==> config.mk <==
export PLATFORM = sky130hd
export DESIGN_NAME = cwf_beat_seq
export DESIGN_NICKNAME = d
export VERILOG_FILES = /design/src/rtl/cwf_pkg.sv /design/src/rtl/cwf_order_gen.sv /design/src/rtl/cwf_lane_decode.sv /design/src/rtl/cwf_beat_seq.sv
export SDC_FILE = /design/constraint.sdc
export NUM_CORES = 1
export LEC_CHECK = 0
export BUFFER_PORTS_ARGS = -buffer_cell sky130_fd_sc_hd__buf_2
export CAP_MARGIN = 10
export CORE_MARGIN = 4
export CORE_UTILIZATION = 30
export CTS_CLUSTER_SIZE = 10
export DETAILED_ROUTE_END_ITERATION = 7
export SYNTH_ARGS = -nofsm -noshare
export SYNTH_HDL_FRONTEND = slang
export SYNTH_SLANG_ARGS = --single-unit
==> constraint.sdc <==
create_clock -name clk -period 1.9 [get_ports clk]
set_clock_uncertainty 0.05 [all_clocks]
set_input_delay 0.285 -clock clk [delete_from_list [all_inputs] [get_ports clk]]
set_output_delay 0.285 -clock clk [all_outputs]
set_load 0.02 [all_outputs]
==> src/rtl/cwf_pkg.sv <==
package cwf_pkg;
    typedef enum logic [1:0] {
        MODE_IDLE   = 2'd0,
        MODE_BURST  = 2'd1,
        MODE_SINGLE = 2'd2
    } mode_e;

    localparam logic [2:0] SIZE_BYTE = 3'b001;
    localparam logic [2:0] SIZE_HALF = 3'b010;
endpackage

==> src/rtl/cwf_order_gen.sv <==
// Maps a start double word and a beat number onto the wrapped
// double-word index, the word half and the burst lane mask.
module cwf_order_gen #(
    parameter  int DW_COUNT = 4,
    parameter  int LANES    = 8,
    localparam int DW_W     = $clog2(DW_COUNT),
    localparam int CNT_W    = DW_W + 1
) (
    input  logic [DW_W-1:0]  start_dw,
    input  logic [CNT_W-1:0] cnt,
    output logic [DW_W-1:0]  dw,
    output logic             lower,
    output logic [LANES-1:0] word_mask
);
    localparam int HALF_LANES = LANES / 2;

    assign lower = cnt[0];
    assign dw    = start_dw + cnt[CNT_W-1:1];

    for (genvar i = 0; i < LANES; i++) begin : g_lane
        if (i < HALF_LANES) begin : g_up
            assign word_mask[i] = ~lower;
        end else begin : g_lo
            assign word_mask[i] = lower;
        end
    end
endmodule

==> src/rtl/cwf_lane_decode.sv <==
// Decodes a single-beat size code and byte offset into lane enables.
module cwf_lane_decode #(
    parameter  int LANES = 8,
    localparam int OFF_W = $clog2(LANES)
) (
    input  logic [2:0]       size,
    input  logic [OFF_W-1:0] off,
    output logic [LANES-1:0] mask,
    output logic             legal
);
    import cwf_pkg::*;

    always_comb begin
        mask  = '0;
        legal = 1'b0;
        case (size)
            SIZE_BYTE: begin
                mask  = LANES'(1) << off;
                legal = 1'b1;
            end
            SIZE_HALF: begin
                if (!off[0]) begin
                    mask  = LANES'(3) << off;
                    legal = 1'b1;
                end
            end
            default: begin
                mask  = '0;
                legal = 1'b0;
            end
        endcase
    end
endmodule

==> src/rtl/cwf_beat_seq.sv <==
module cwf_beat_seq #(
    parameter  int DW_COUNT = 4,
    parameter  int LANES    = 8,
    localparam int DW_W     = $clog2(DW_COUNT),
    localparam int OFF_W    = $clog2(LANES),
    localparam int ADDR_W   = DW_W + OFF_W,
    localparam int CNT_W    = DW_W + 1
) (
    input  logic              clk,
    input  logic              rst_n,
    input  logic              req_valid,
    input  logic              req_burst,
    input  logic [2:0]        req_size,
    input  logic [ADDR_W-1:0] req_addr,
    input  logic              ack,
    output logic              beat_valid,
    output logic [DW_W-1:0]   beat_dw,
    output logic              beat_lower,
    output logic [CNT_W-1:0]  beat_cnt,
    output logic [LANES-1:0]  lane_en,
    output logic              done,
    output logic              proto_err
);
    import cwf_pkg::*;

    localparam logic [CNT_W-1:0] LAST_BEAT = CNT_W'(2 * DW_COUNT - 1);

    typedef struct packed {
        mode_e            mode;
        logic [DW_W-1:0]  start_dw;
        logic [CNT_W-1:0] cnt;
        logic [LANES-1:0] lanes;
        logic             err;
    } seq_t;

    seq_t st_d, st_q;

    logic [DW_W-1:0]  gen_dw;
    logic             gen_lower;
    logic [LANES-1:0] gen_mask;
    logic [LANES-1:0] dec_mask;
    logic             dec_legal;
    logic [OFF_W-1:0] req_off;
    logic [DW_W-1:0]  req_dw;

    assign req_off = req_addr[OFF_W-1:0];
    assign req_dw  = req_addr[ADDR_W-1:OFF_W];

    cwf_order_gen #(.DW_COUNT(DW_COUNT), .LANES(LANES)) u_order (
        .start_dw  (st_q.start_dw),
        .cnt       (st_q.cnt),
        .dw        (gen_dw),
        .lower     (gen_lower),
        .word_mask (gen_mask)
    );

    cwf_lane_decode #(.LANES(LANES)) u_decode (
        .size  (req_size),
        .off   (req_off),
        .mask  (dec_mask),
        .legal (dec_legal)
    );

    always_comb begin
        st_d     = st_q;
        st_d.err = 1'b0;
        case (st_q.mode)
            MODE_IDLE: begin
                if (req_valid) begin
                    if (req_burst) begin
                        if (req_off == '0) begin
                            st_d.mode     = MODE_BURST;
                            st_d.start_dw = req_dw;
                            st_d.cnt      = '0;
                            st_d.lanes    = '0;
                        end else begin
                            st_d.err = 1'b1;
                        end
                    end else if (dec_legal) begin
                        st_d.mode     = MODE_SINGLE;
                        st_d.start_dw = req_dw;
                        st_d.cnt      = {{(CNT_W-1){1'b0}}, req_off[OFF_W-1]};
                        st_d.lanes    = dec_mask;
                    end else begin
                        st_d.err = 1'b1;
                    end
                end
            end
            MODE_BURST: begin
                if (ack) begin
                    if (st_q.cnt == LAST_BEAT) begin
                        st_d.mode = MODE_IDLE;
                        st_d.cnt  = '0;
                    end else begin
                        st_d.cnt = st_q.cnt + 1'b1;
                    end
                end
            end
            MODE_SINGLE: begin
                if (ack) begin
                    st_d.mode = MODE_IDLE;
                    st_d.cnt  = '0;
                end
            end
            default: st_d.mode = MODE_IDLE;
        endcase
    end

    always_ff @(posedge clk or negedge rst_n) begin
        if (!rst_n) begin
            st_q <= '{mode: MODE_IDLE, start_dw: '0, cnt: '0, lanes: '0, err: 1'b0};
        end else begin
            st_q <= st_d;
        end
    end

    assign beat_valid = (st_q.mode != MODE_IDLE);
    assign beat_dw    = beat_valid ? gen_dw : '0;
    assign beat_lower = beat_valid ? gen_lower : 1'b0;
    assign beat_cnt   = (st_q.mode == MODE_BURST) ? st_q.cnt : '0;
    assign lane_en    = (st_q.mode == MODE_BURST)  ? gen_mask :
                        (st_q.mode == MODE_SINGLE) ? st_q.lanes : '0;
    assign done       = ack && (((st_q.mode == MODE_BURST) && (st_q.cnt == LAST_BEAT))
                                || (st_q.mode == MODE_SINGLE));
    assign proto_err  = st_q.err;

    // a stalled beat keeps its position
    assert_stall_hold_R5: assert property (@(posedge clk) disable iff (!rst_n)
        (beat_valid && !ack) |=> (beat_valid && $stable(beat_cnt) && $stable(beat_dw)
                                  && $stable(lane_en)));

    // an accepted upper-word beat moves to the lower word of the same double word
    assert_wrap_order_R2: assert property (@(posedge clk) disable iff (!rst_n)
        (st_q.mode == MODE_BURST && ack && !beat_lower && beat_cnt != LAST_BEAT)
        |=> (beat_lower && beat_dw == $past(beat_dw)));

    // an accepted lower-word beat moves on to the next double word, wrapping
    assert_next_dw_R2: assert property (@(posedge clk) disable iff (!rst_n)
        (st_q.mode == MODE_BURST && ack && beat_lower && beat_cnt != LAST_BEAT)
        |=> (!beat_lower && beat_dw == DW_W'($past(beat_dw) + 1'b1)));

    // burst lanes are one whole word
    assert_burst_lanes_R4: assert property (@(posedge clk) disable iff (!rst_n)
        (st_q.mode == MODE_BURST) |-> ($countones(lane_en) == LANES / 2));

    // done leaves the block idle
    assert_done_idle_R6: assert property (@(posedge clk) disable iff (!rst_n)
        done |=> !beat_valid);

    // every transfer starts at beat zero
    assert_start_zero_R1: assert property (@(posedge clk) disable iff (!rst_n)
        $rose(beat_valid) |-> (beat_cnt == '0));

    // a refused request starts nothing
    assert_err_idle_R8: assert property (@(posedge clk) disable iff (!rst_n)
        proto_err |-> (!beat_valid && lane_en == '0));
endmodule

==> impl_metrics.csv, run 1 <==
group,metric,value,unit
outcome,run_status,"completed",
min_path,hold_depth,2,
min_path,timing.hold.worst.class,"in2reg",
cts,clkLatencyLatePin,0.25,ns
cts,clk_pin_slew,0.07,ns
route,num_vias,1045,
timing,worst_hold_slack,0.2113,ns
worst_setup_path,critical_path.cell_chain,"inv_2 -> ha_4 -> inv_6 -> or4_4 -> o2111ai_4 -> mux2_4",
finish,synthToLayoutAreaGrowth,33.27,%
placed_design,postPlaceCellArea,1488,um2
logic_synthesis,ys_types,42,
cts,clock-root-buffer,"clkbuf_8",
timing,relative_slew_margins,74.68,%
die,coreArea,4000,um2
timing,layout_min_cycle_time,1.870,ns
finish,layout_cells_excl_fill,216,
min_path,min_from,"req_addr[4]",
logic_synthesis,async_flop_share,100.0,%
worst_setup_path,worst-endpoint-arrival,1.96,ns
cts,clock_sink_count,16,
worst_setup_path,worstPathRequired,1.99,ns
route,drc_markers,0,
die,floorplan.io_pins,30,
logic_synthesis,synthesis.yosys.warnings,0,
worst_setup_path,critical-path-top-delay-family,"simple AND/OR/NAND/NOR gates",
route,drt-vias-per-instance,4.838,
worst_setup_path,max_stage_delay,0.53,ns
cts,numCtsBuffers,3,
flow_run,maxCapViolations,0,
pwr,static-leakage-power,0.8429,nW
placed_design,port-buffer-count,29,
timing,grt_setup_unrepaired,"true",
grt,gr-total-overflow,0,
logic_synthesis,synthTopCellsByArea,"dfrtp_1 32%, ha_1 11%, mux2_2 5.5%",
placed_design,post-place-cells,209,
cts,cts.htree.levels,1,
logic_synthesis,syn_inst,129,
grt,grt_start_max_net_pins,17,
worst_setup_path,setup.worst_path.start_class,"flip-flop",
cts,cts_tree,"yes",
logic_synthesis,synth_area_per_cell,9.593,um2
worst_setup_path,critPathSlowestCell,"or4_4",
logic_synthesis,synth_fp_nets,153,
worst_setup_path,critical_path.reg2reg.startpoint,"st_q[14]",
worst_setup_path,path_buf_inv,2,
die,die_y,72.23,um
worst_setup_path,critPathCaptureType,"flip-flop",
timing,finalSetupViolCount,0,
finish,layout.cell_area.non_filler,1649,um2
worst_setup_path,r2r_setup_slack,0.03,ns
logic_synthesis,synth_edf_count,0,
timing,worstMarginPinSlew,0.3798,ns
logic_synthesis,synth_seq_area_share,32.36,%
grt,grt_antenna_before_repair,0,
logic_synthesis,synth-seq-cells,16,
grt,first_pass_grt_wire_length,4823,um
timing,hold_violations,0,
worst_setup_path,worstSetupStartpoint,"st_q[14]",
worst_setup_path,timing.rr.end,"st_q[11]",
logic_synthesis,synth_largest_type_area_fraction,32.36,%
worst_setup_path,rr_worst_depth,6,
pwr,areal_power_density_over_the_cells,1120,nW/um2
grt,grt_pass1_vias,1096,
logic_synthesis,synth_top_cell_by_area,"dfrtp_1",
route,drt_first_iter_violations,17,
die,fp-row-count,23,
finish,n_fill_cell,411,
placed_design,dp_hpwl,2268,um
timing,period_share,98.42,%
route,wire_per_inst,12.96,um
die,chipWidth,72.23,um
placed_design,gp_congestion,0.8531,
timing,fin_ws,0.02994,ns
timing,fin_setup_tns,0,ns
logic_synthesis,syn-cell-area,1237,um2
route,number_of_nets_with_antenna_violations_after_detailed_routing,0,
cts,cts_buffer_depth,2,
worst_setup_path,critical_path_fanouts_max,3,
timing,timing.fmax,534.7,MHz
timing,final_max_slew_viol_count,0,
pwr,max-vdd-ir-drop,460.6,uV
min_path,hold-path-endpoint,"st_q[13]",
grt,grt_use_total,11.69,%
route,finalWirelength,2799,um
die,die_area,5216,um2
die,starting_density_of_the_core,30.94,%
logic_synthesis,yosys_most_used_dff,"dfrtp_1",
placed_design,dpl_worst_slack,0.006387,ns
finish,drive_gt1_share,39.16,%
route,detailedRoute.firstPassIterationCount,4,
finish,finalNetCount,191,
worst_setup_path,setup.worst_path.class,"reg2reg",
finish,antenna-diode-count,0,
## Yosys cell counts, types with 2 or more instances
cell	count
nor2b_1	5
clkbuf_1	3
nand3b_1	2
mux2i_1	3
buf_4	2
a21oi_1	3
inv_1	10
nand2b_1	2
nor3_1	3
and2_1	2
a21o_1	4
nor2_1	7
mux2_1	3
ha_1	11
dfrtp_1	16
nand2_1	12
mux2_2	6
mux2_4	2
a22oi_1	3
nand3_1	2
nor3b_1	4
and3_1	2
xnor2_1	2
o21ai_0	2
## stage by stage
stage / power, W / utilization [%]
final: 0.001847 / 41.23
after global routing: 0.001981 / 41.23
after CTS: 0.001735 / 39.07
after detailed placement: 0.001395 / 37.19
after global placement: 0.001376 / 37.19
after floorplan: 0.001114 / -
## cells in the final DEF (no fill, tap or decap), drive strengths merged, types with 4 or more instances in the layout
cell,netlist,routed
a21o,4,4
a21oi,4,4
buf,2,37
clkbuf,3,4
dfrtp,16,16
ha,11,11
inv,11,11
mux2,11,11
nand2,12,12
nor2,7,7
nor2b,6,6
nor3b,5,5
## cell type report
cell class              instances  area (um2)  share of cell area [%]
clock buffers                   4       55.05                   3.338
inverters                      11       46.29                   2.807
multi-input cells              97       840.8                   50.99
flip-flops and latches         16       401.6                   24.36
well taps                      50       62.56                   3.794
repair buffers                 38       242.7                   14.72
## registers in the layout (all words and copies together), names as in the netlist
register and cells:
st_q 15, proto_err 1
## logic make-up (layout without fill, tap and decap cells)
family / after synthesis / in the layout / share of synthesized area [%]
AO/OA/AOI/OAI: 21 / 21 / 12.84
adder cells (fa/ha/maj): 11 / 11 / 11.12
buffers and inverters: 16 / 53 / 5.460
AND/OR/NAND/NOR: 48 / 48 / 23.05
XOR/XNOR: 3 / 3 / 2.124
multiplexers: 14 / 14 / 13.04
flip-flops: 16 / 16 / 32.36
## layer usage
metal | share of wire, % | global-route usage (%) | wire length [um]
met4 | 2.5 | 5.846 | 70
met2 | 51 | 19.72 | 1416
met3 | 5.3 | 2.632 | 147
met1 | 42 | 13.87 | 1165
met5 | 0 | 0 | 0
## worst max path at each step
stage                      end  depth (start not counted)
floorplan             st_q[10]                          7
global placement      st_q[10]                          6
detailed placement    st_q[10]                          6
CTS                   st_q[11]                          6
global route        lane_en[6]                          6
finish                st_q[11]                          6
## report_power, final
group | total, W | switching (W) | leakage (nW) | internal [W]
Clock | 0.000311 | 0.000127 | 0.0288 | 0.000184
Combinational | 0.00106 | 0.000556 | 0.603 | 0.000502
Sequential | 0.000478 | 0.0000619 | 0.211 | 0.000416
## timing repair
item | in CTS | in global routing
hold buffers | 1 | 0
gates resized for setup | 6 | 16
pin swaps | 0 | 3
cloned | 0 | 0
endpoints found under the hold margin | 16 | 0
buffers inserted | 0 | 3
endpoints found under the setup margin | 11 | 20
Note: power is estimated with default switching activity, not from simulation.
==> run 2: changes to the inputs <==
--- a/config.mk
+++ b/config.mk
@@ -7,6 +7,7 @@
 export LEC_CHECK = 0
 export BUFFER_PORTS_ARGS = -buffer_cell sky130_fd_sc_hd__buf_2
 export CAP_MARGIN = 10
+export CORE_ASPECT_RATIO = 0.8
 export CORE_MARGIN = 4
 export CORE_UTILIZATION = 30
 export CTS_CLUSTER_SIZE = 10
==> constraint.sdc (replaced) <==
create_clock -name clk -period 2.1 [get_ports clk]
set_clock_uncertainty 0.05 [all_clocks]
set_input_delay 0.42 -clock clk [delete_from_list [all_inputs] [get_ports clk]]
set_output_delay 0.42 -clock clk [all_outputs]
set_load 0.02 [all_outputs]
==> impl_metrics.csv, run 2 (synthesized netlist as in run 1, its figures left out) <==
group,metric,value,unit
grt,grt_start_max_net_pins,17,
cts,clk_pin_slew,0.06,ns
timing,layout_min_cycle_time,1.992,ns
pwr,static-leakage-power,0.7987,nW
pwr,max-vdd-ir-drop,384.3,uV
cts,clock_sink_count,16,
grt,gr-total-overflow,0,
finish,drive_gt1_share,33.33,%
worst_setup_path,critical_path_fanouts_max,8,
timing,worstMarginPinSlew,0.4050,ns
placed_design,port-buffer-count,29,
worst_setup_path,worst-endpoint-arrival,1.52,ns
die,starting_density_of_the_core,31.90,%
route,wire_per_inst,13.14,um
die,floorplan.io_pins,30,
worst_setup_path,r2r_setup_slack,0.14,ns
cts,cts.htree.levels,1,
outcome,run_status,"completed",
pwr,p_total,0.001428,W
die,fp-row-count,20,
finish,most-common-layout-cells,"28 x buf_2, 16 x dfrtp_1, 12 x nand2_1",
min_path,timing.hold.worst.class,"in2async",
route,drc_markers,0,
worst_setup_path,critical-path-top-delay-family,"flip-flops",
worst_setup_path,critical_path.reg2reg.startpoint,"st_q[15]",
route,number_of_nets_with_antenna_violations_after_detailed_routing,0,
timing,period_share,94.84,%
finish,synthToLayoutAreaGrowth,22.14,%
pwr,p_sw_share,42.06,%
worst_setup_path,critical_path.cell_chain,"inv_1 -> ha_2 -> nor2b_4 -> nand2_1 -> nand2_1 -> buf_2",
pwr,combPwrFrac,54.0,%
route,drt-vias-per-instance,4.855,
die,die_y,65.45,um
timing,grt_setup_unrepaired,"true",
timing,relative_slew_margins,72.75,%
worst_setup_path,critPathCaptureType,"output pin",
worst_setup_path,setup.worst_path.start_class,"flip-flop",
finish,register_name_with_the_most_flops,"st_q",
die,chipWidth,79.81,um
die,die_area,5223,um2
finish,n_fill_cell,400,
timing,finalSetupViolCount,0,
grt,first_pass_grt_wire_length,4836,um
worst_setup_path,setup.worst_path.class,"reg2out",
cts,clkLatencyLatePin,0.25,ns
route,finalWirelength,2812,um
finish,finish.utilization,38.97,%
pwr,areal_power_density_over_the_cells,944.8,nW/um2
finish,largest_register_ff_count,15,
cts,cts_buffer_depth,2,
die,coreArea,3879,um2
grt,grt_antenna_before_repair,0,
grt,grt_use_total,11.67,%
worst_setup_path,path_buf_inv,2,
grt,grt_pass1_vias,1062,
placed_design,gp_congestion,0.7692,
placed_design,dp_hpwl,2300,um
pwr,internal_power,0.0008274,W
timing,hold_violations,0,
route,drt_first_iter_violations,47,
route,num_vias,1039,
pwr,net-switching-power,0.0006007,W
worst_setup_path,max_stage_delay,0.40,ns
worst_setup_path,critPathSlowestCell,"dfrtp_1",
worst_setup_path,crit_top_cell,"nand2_1",
timing,timing.fmax,502.1,MHz
timing,final_max_slew_viol_count,0,
cts,clock-root-buffer,"clkbuf_8",
finish,antenna-diode-count,0,
worst_setup_path,worstSetupStartpoint,"st_q[14]",
finish,layout.cells.most_common,"buf_2",
pwr,part_of_the_power_in_the_clock_network,16.0,%
finish,finalNetCount,185,
flow_run,maxCapViolations,0,
cts,numCtsBuffers,3,
timing,fin_setup_tns,0,ns
cts,cts_tree,"yes",
pwr,pwr-share-seq,30.0,%
worst_setup_path,worstPathRequired,1.63,ns
route,detailedRoute.firstPassIterationCount,4,
run 2: power groups by stage:
stage / combinational (W) / sequential (W) / clock (W)
finish: 0.000771 / 0.000429 / 0.000229
global route: 0.000849 / 0.000439 / 0.000250
CTS: 0.000756 / 0.000426 / 0.000239
detailed placement: 0.000738 / 0.000431 / 0
global placement: 0.000722 / 0.000429 / 0
floorplan: 0.000530 / 0.000423 / 0
run 2: area by class of cell:
cell class | count | area, um2 | share of cell area, %
clock buffer | 3 | 41.29 | 2.732
tap | 55 | 68.82 | 4.553
multi-input combinational | 97 | 789.5 | 52.24
sequential | 16 | 400.4 | 26.49
timing repair buffer | 32 | 170.2 | 11.26
inverter | 11 | 41.29 | 2.732
run 2: per-layer routing:
metal / global-route usage, % / part of all wire, % / vias up
met4: 1.899 / 0.68 / 0
li1: - / - / 510
met1: 14.99 / 46 / 505
met2: 19.48 / 47 / 21
met5: 0 / 0 / -
met3: 3.836 / 5.8 / 3
run 2: repair_timing:
item,CTS,global route
resized for setup,3,4
pin swaps,0,1
endpoints found under the hold margin,0,0
hold buffers,0,0
endpoints found under the setup margin,8,12
setup buffers,0,1
run 2: path summary, 6_finish.rpt:
path	endpoint	depth (start not counted)
max	lane_en[5]	6
min	proto_err	1
max reg2reg	st_q[11]	6
min reg2reg	st_q[7]	1
max in group asynchronous	st_q[2]	1
min in group clk	st_q[13]	2
run 2: stage by stage:
stage | setup slack, ns | instance area [um2] | hold slack (ns) | cells
after CTS | 0.03341 | 1491 | 0.03355 | 213
final | 0.1083 | 1511 | 0.02238 | 214
after global placement | 0.05815 | 1440 | 0.2973 | 210
after floorplan | 0.1357 | 1237 | 0.07441 | 129
after detailed placement | 0.01697 | 1440 | 0.3067 | 210
after global routing | -0.004844 | 1511 | 0.04760 | 214
==> run 3: changes to the inputs <==
--- a/config.mk
+++ b/config.mk
@@ -12,6 +12,7 @@
 export CORE_UTILIZATION = 30
 export CTS_CLUSTER_SIZE = 10
 export DETAILED_ROUTE_END_ITERATION = 7
+export SETUP_SLACK_MARGIN = 0.1
 export SYNTH_ARGS = -nofsm -noshare
 export SYNTH_HDL_FRONTEND = slang
 export SYNTH_SLANG_ARGS = --single-unit
==> constraint.sdc (replaced) <==
create_clock -name clk -period 2.19 [get_ports clk]
set_clock_uncertainty 0.05 [all_clocks]
set_input_delay 0.438 -clock clk [delete_from_list [all_inputs] [get_ports clk]]
set_output_delay 0.438 -clock clk [all_outputs]
set_load 0.02 [all_outputs]
==> impl_metrics.csv, run 3 (synthesized netlist as in run 1, its figures left out) <==
group,metric,value,unit
outcome,run_status,"completed",
route,finalWirelength,2901,um
timing,final_max_slew_viol_count,0,
cts,cts_hold_buf,0,
grt,first_pass_grt_wire_length,4912,um
cts,clkLatencyLatePin,0.25,ns
placed_design,port-buffer-count,29,
grt,grt.met3_usage,3.836,%
grt,grt.met2_usage,19.69,%
finish,largest_register_ff_count,15,
grt,gr-max-usage-layer,"met2",
pwr,p_total,0.001440,W
route,num_vias,1043,
timing,period_share,90.96,%
route,drt-vias-per-instance,4.874,
die,fp-row-count,20,
die,die_y,65.45,um
finish,synthToLayoutAreaGrowth,24.67,%
finish,most-common-layout-cells,"25 x buf_2, 14 x dfrtp_1, 12 x nand2_1",
timing,grt_setup_unrepaired,"false",
die,coreArea,3879,um2
pwr,part_of_the_power_in_the_clock_network,18.4,%
route,drt_first_iter_violations,50,
cts,clock-root-buffer,"clkbuf_8",
worst_setup_path,critPathCaptureType,"output pin",
finish,n_fill_cell,394,
route,drc_markers,0,
grt,grt_use_total,11.84,%
grt,gr-total-overflow,0,
grt,grt_pass1_vias,1069,
route,wire_per_inst,13.56,um
flow_run,maxCapViolations,0,
pwr,combPwrFrac,52.1,%
placed_design,dp_hpwl,2282,um
finish,register_name_with_the_most_flops,"st_q",
timing,hold_violations,0,
finish,drive_gt1_share,35.85,%
grt,grt_start_max_net_pins,17,
finish,layout.cell_area.non_filler,1543,um2
route,detailedRoute.firstPassIterationCount,6,
worst_setup_path,worstPathRequired,1.70,ns
cts,cts_tree,"yes",
finish,multi_input_area,804.5,um2
worst_setup_path,setup.worst_path.start_class,"flip-flop",
finish,layout_cells_excl_fill,214,
worst_setup_path,critical_path_fanouts_max,8,
grt,grt_use_met1,15.22,%
grt,grt_antenna_before_repair,0,
cts,cts_buffer_depth,2,
placed_design,postPlaceCellArea,1440,um2
die,floorplan.io_pins,30,
timing,fin_setup_tns,0,ns
cts,clk_pin_slew,0.07,ns
worst_setup_path,worst-endpoint-arrival,1.50,ns
placed_design,gp_congestion,0.7530,
pwr,static-leakage-power,0.7994,nW
timing,relative_slew_margins,72.62,%
cts,numCtsBuffers,3,
min_path,timing.hold.worst.class,"in2async",
pwr,areal_power_density_over_the_cells,933.2,nW/um2
placed_design,post-place-cells,210,
finish,layout.cells.most_common,"buf_2",
timing,finalSetupViolCount,0,
timing,worstMarginPinSlew,0.4070,ns
pwr,internal_power,0.0008362,W
finish,antenna-diode-count,0,
pwr,net-switching-power,0.0006035,W
finish,seq_area,402.9,um2
cts,clock_sink_count,16,
worst_setup_path,rr_worst_depth,6,
timing,layout_min_cycle_time,1.992,ns
die,die_area,5223,um2
die,starting_density_of_the_core,31.90,%
pwr,p_sw_share,41.92,%
finish,finalNetCount,184,
pwr,max-vdd-ir-drop,414.6,uV
timing,timing.fmax,502.0,MHz
cts,post_cts.repair.setup_buffers,0,
route,number_of_nets_with_antenna_violations_after_detailed_routing,0,
cts,cts.htree.levels,1,
die,chipWidth,79.81,um
worst_setup_path,setup.worst_path.class,"reg2out",
pwr,pwr-share-seq,29.5,%
finish,finish.utilization,39.77,%
[run 3: cell type report]
class | count | area share [%]
multi-input combinational | 97 | 52.15
sequential | 16 | 26.12
timing repair buffer | 31 | 11.03
tap | 55 | 4.461
clock buffer | 4 | 3.569
inverter | 11 | 2.676
[run 3: metrics by stage]
stage	hold WS, ns	setup slack [ns]
after floorplan	0.09241	0.2257
after global placement	0.3157	0.1278
after detailed placement	0.3202	0.07243
after CTS	0.04423	0.1154
after global routing	0.06650	0.09294
final	0.03390	0.1979
[run 3: power groups by stage]
stage	Combinational [W]	Sequential [W]	Clock [W]
CTS	0.000730	0.000410	0.000271
global placement	0.000692	0.000411	0
finish	0.000750	0.000424	0.000265
floorplan	0.000508	0.000406	0
detailed placement	0.000704	0.000416	0
global route	0.000837	0.000436	0.000282
[run 3: routing by layer]
metal | share of wire, % | wire (um)
met5 | 0 | 0
met4 | 0.69 | 20
met3 | 5.8 | 167
met2 | 49 | 1419
met1 | 45 | 1294
[run 3: repair_timing]
action	in CTS	in global routing
hold endpoints to repair	0	0
resized for setup	3	12
endpoints found under the setup margin	8	11
[run 3: final timing paths]
kind / to / from / slack, ns
max: lane_en[2] / st_q[14] / 0.20
min in group clk: st_q[13] / req_addr[4] / 0.36
min: proto_err / rst_n / 0.03
max in group asynchronous: st_q[14] / rst_n / 1.77
min reg2reg: st_q[7] / st_q[7] / 0.44
max reg2reg: st_q[15] / st_q[14] / 0.21
[run 3: critical path, cell delays in order (launching register included)]
cell and delay [ns]:
dfrtp_2 0.45, inv_2 0.11, ha_4 0.15, nor2b_4 0.23, a21o_1 0.15, buf_2 0.15
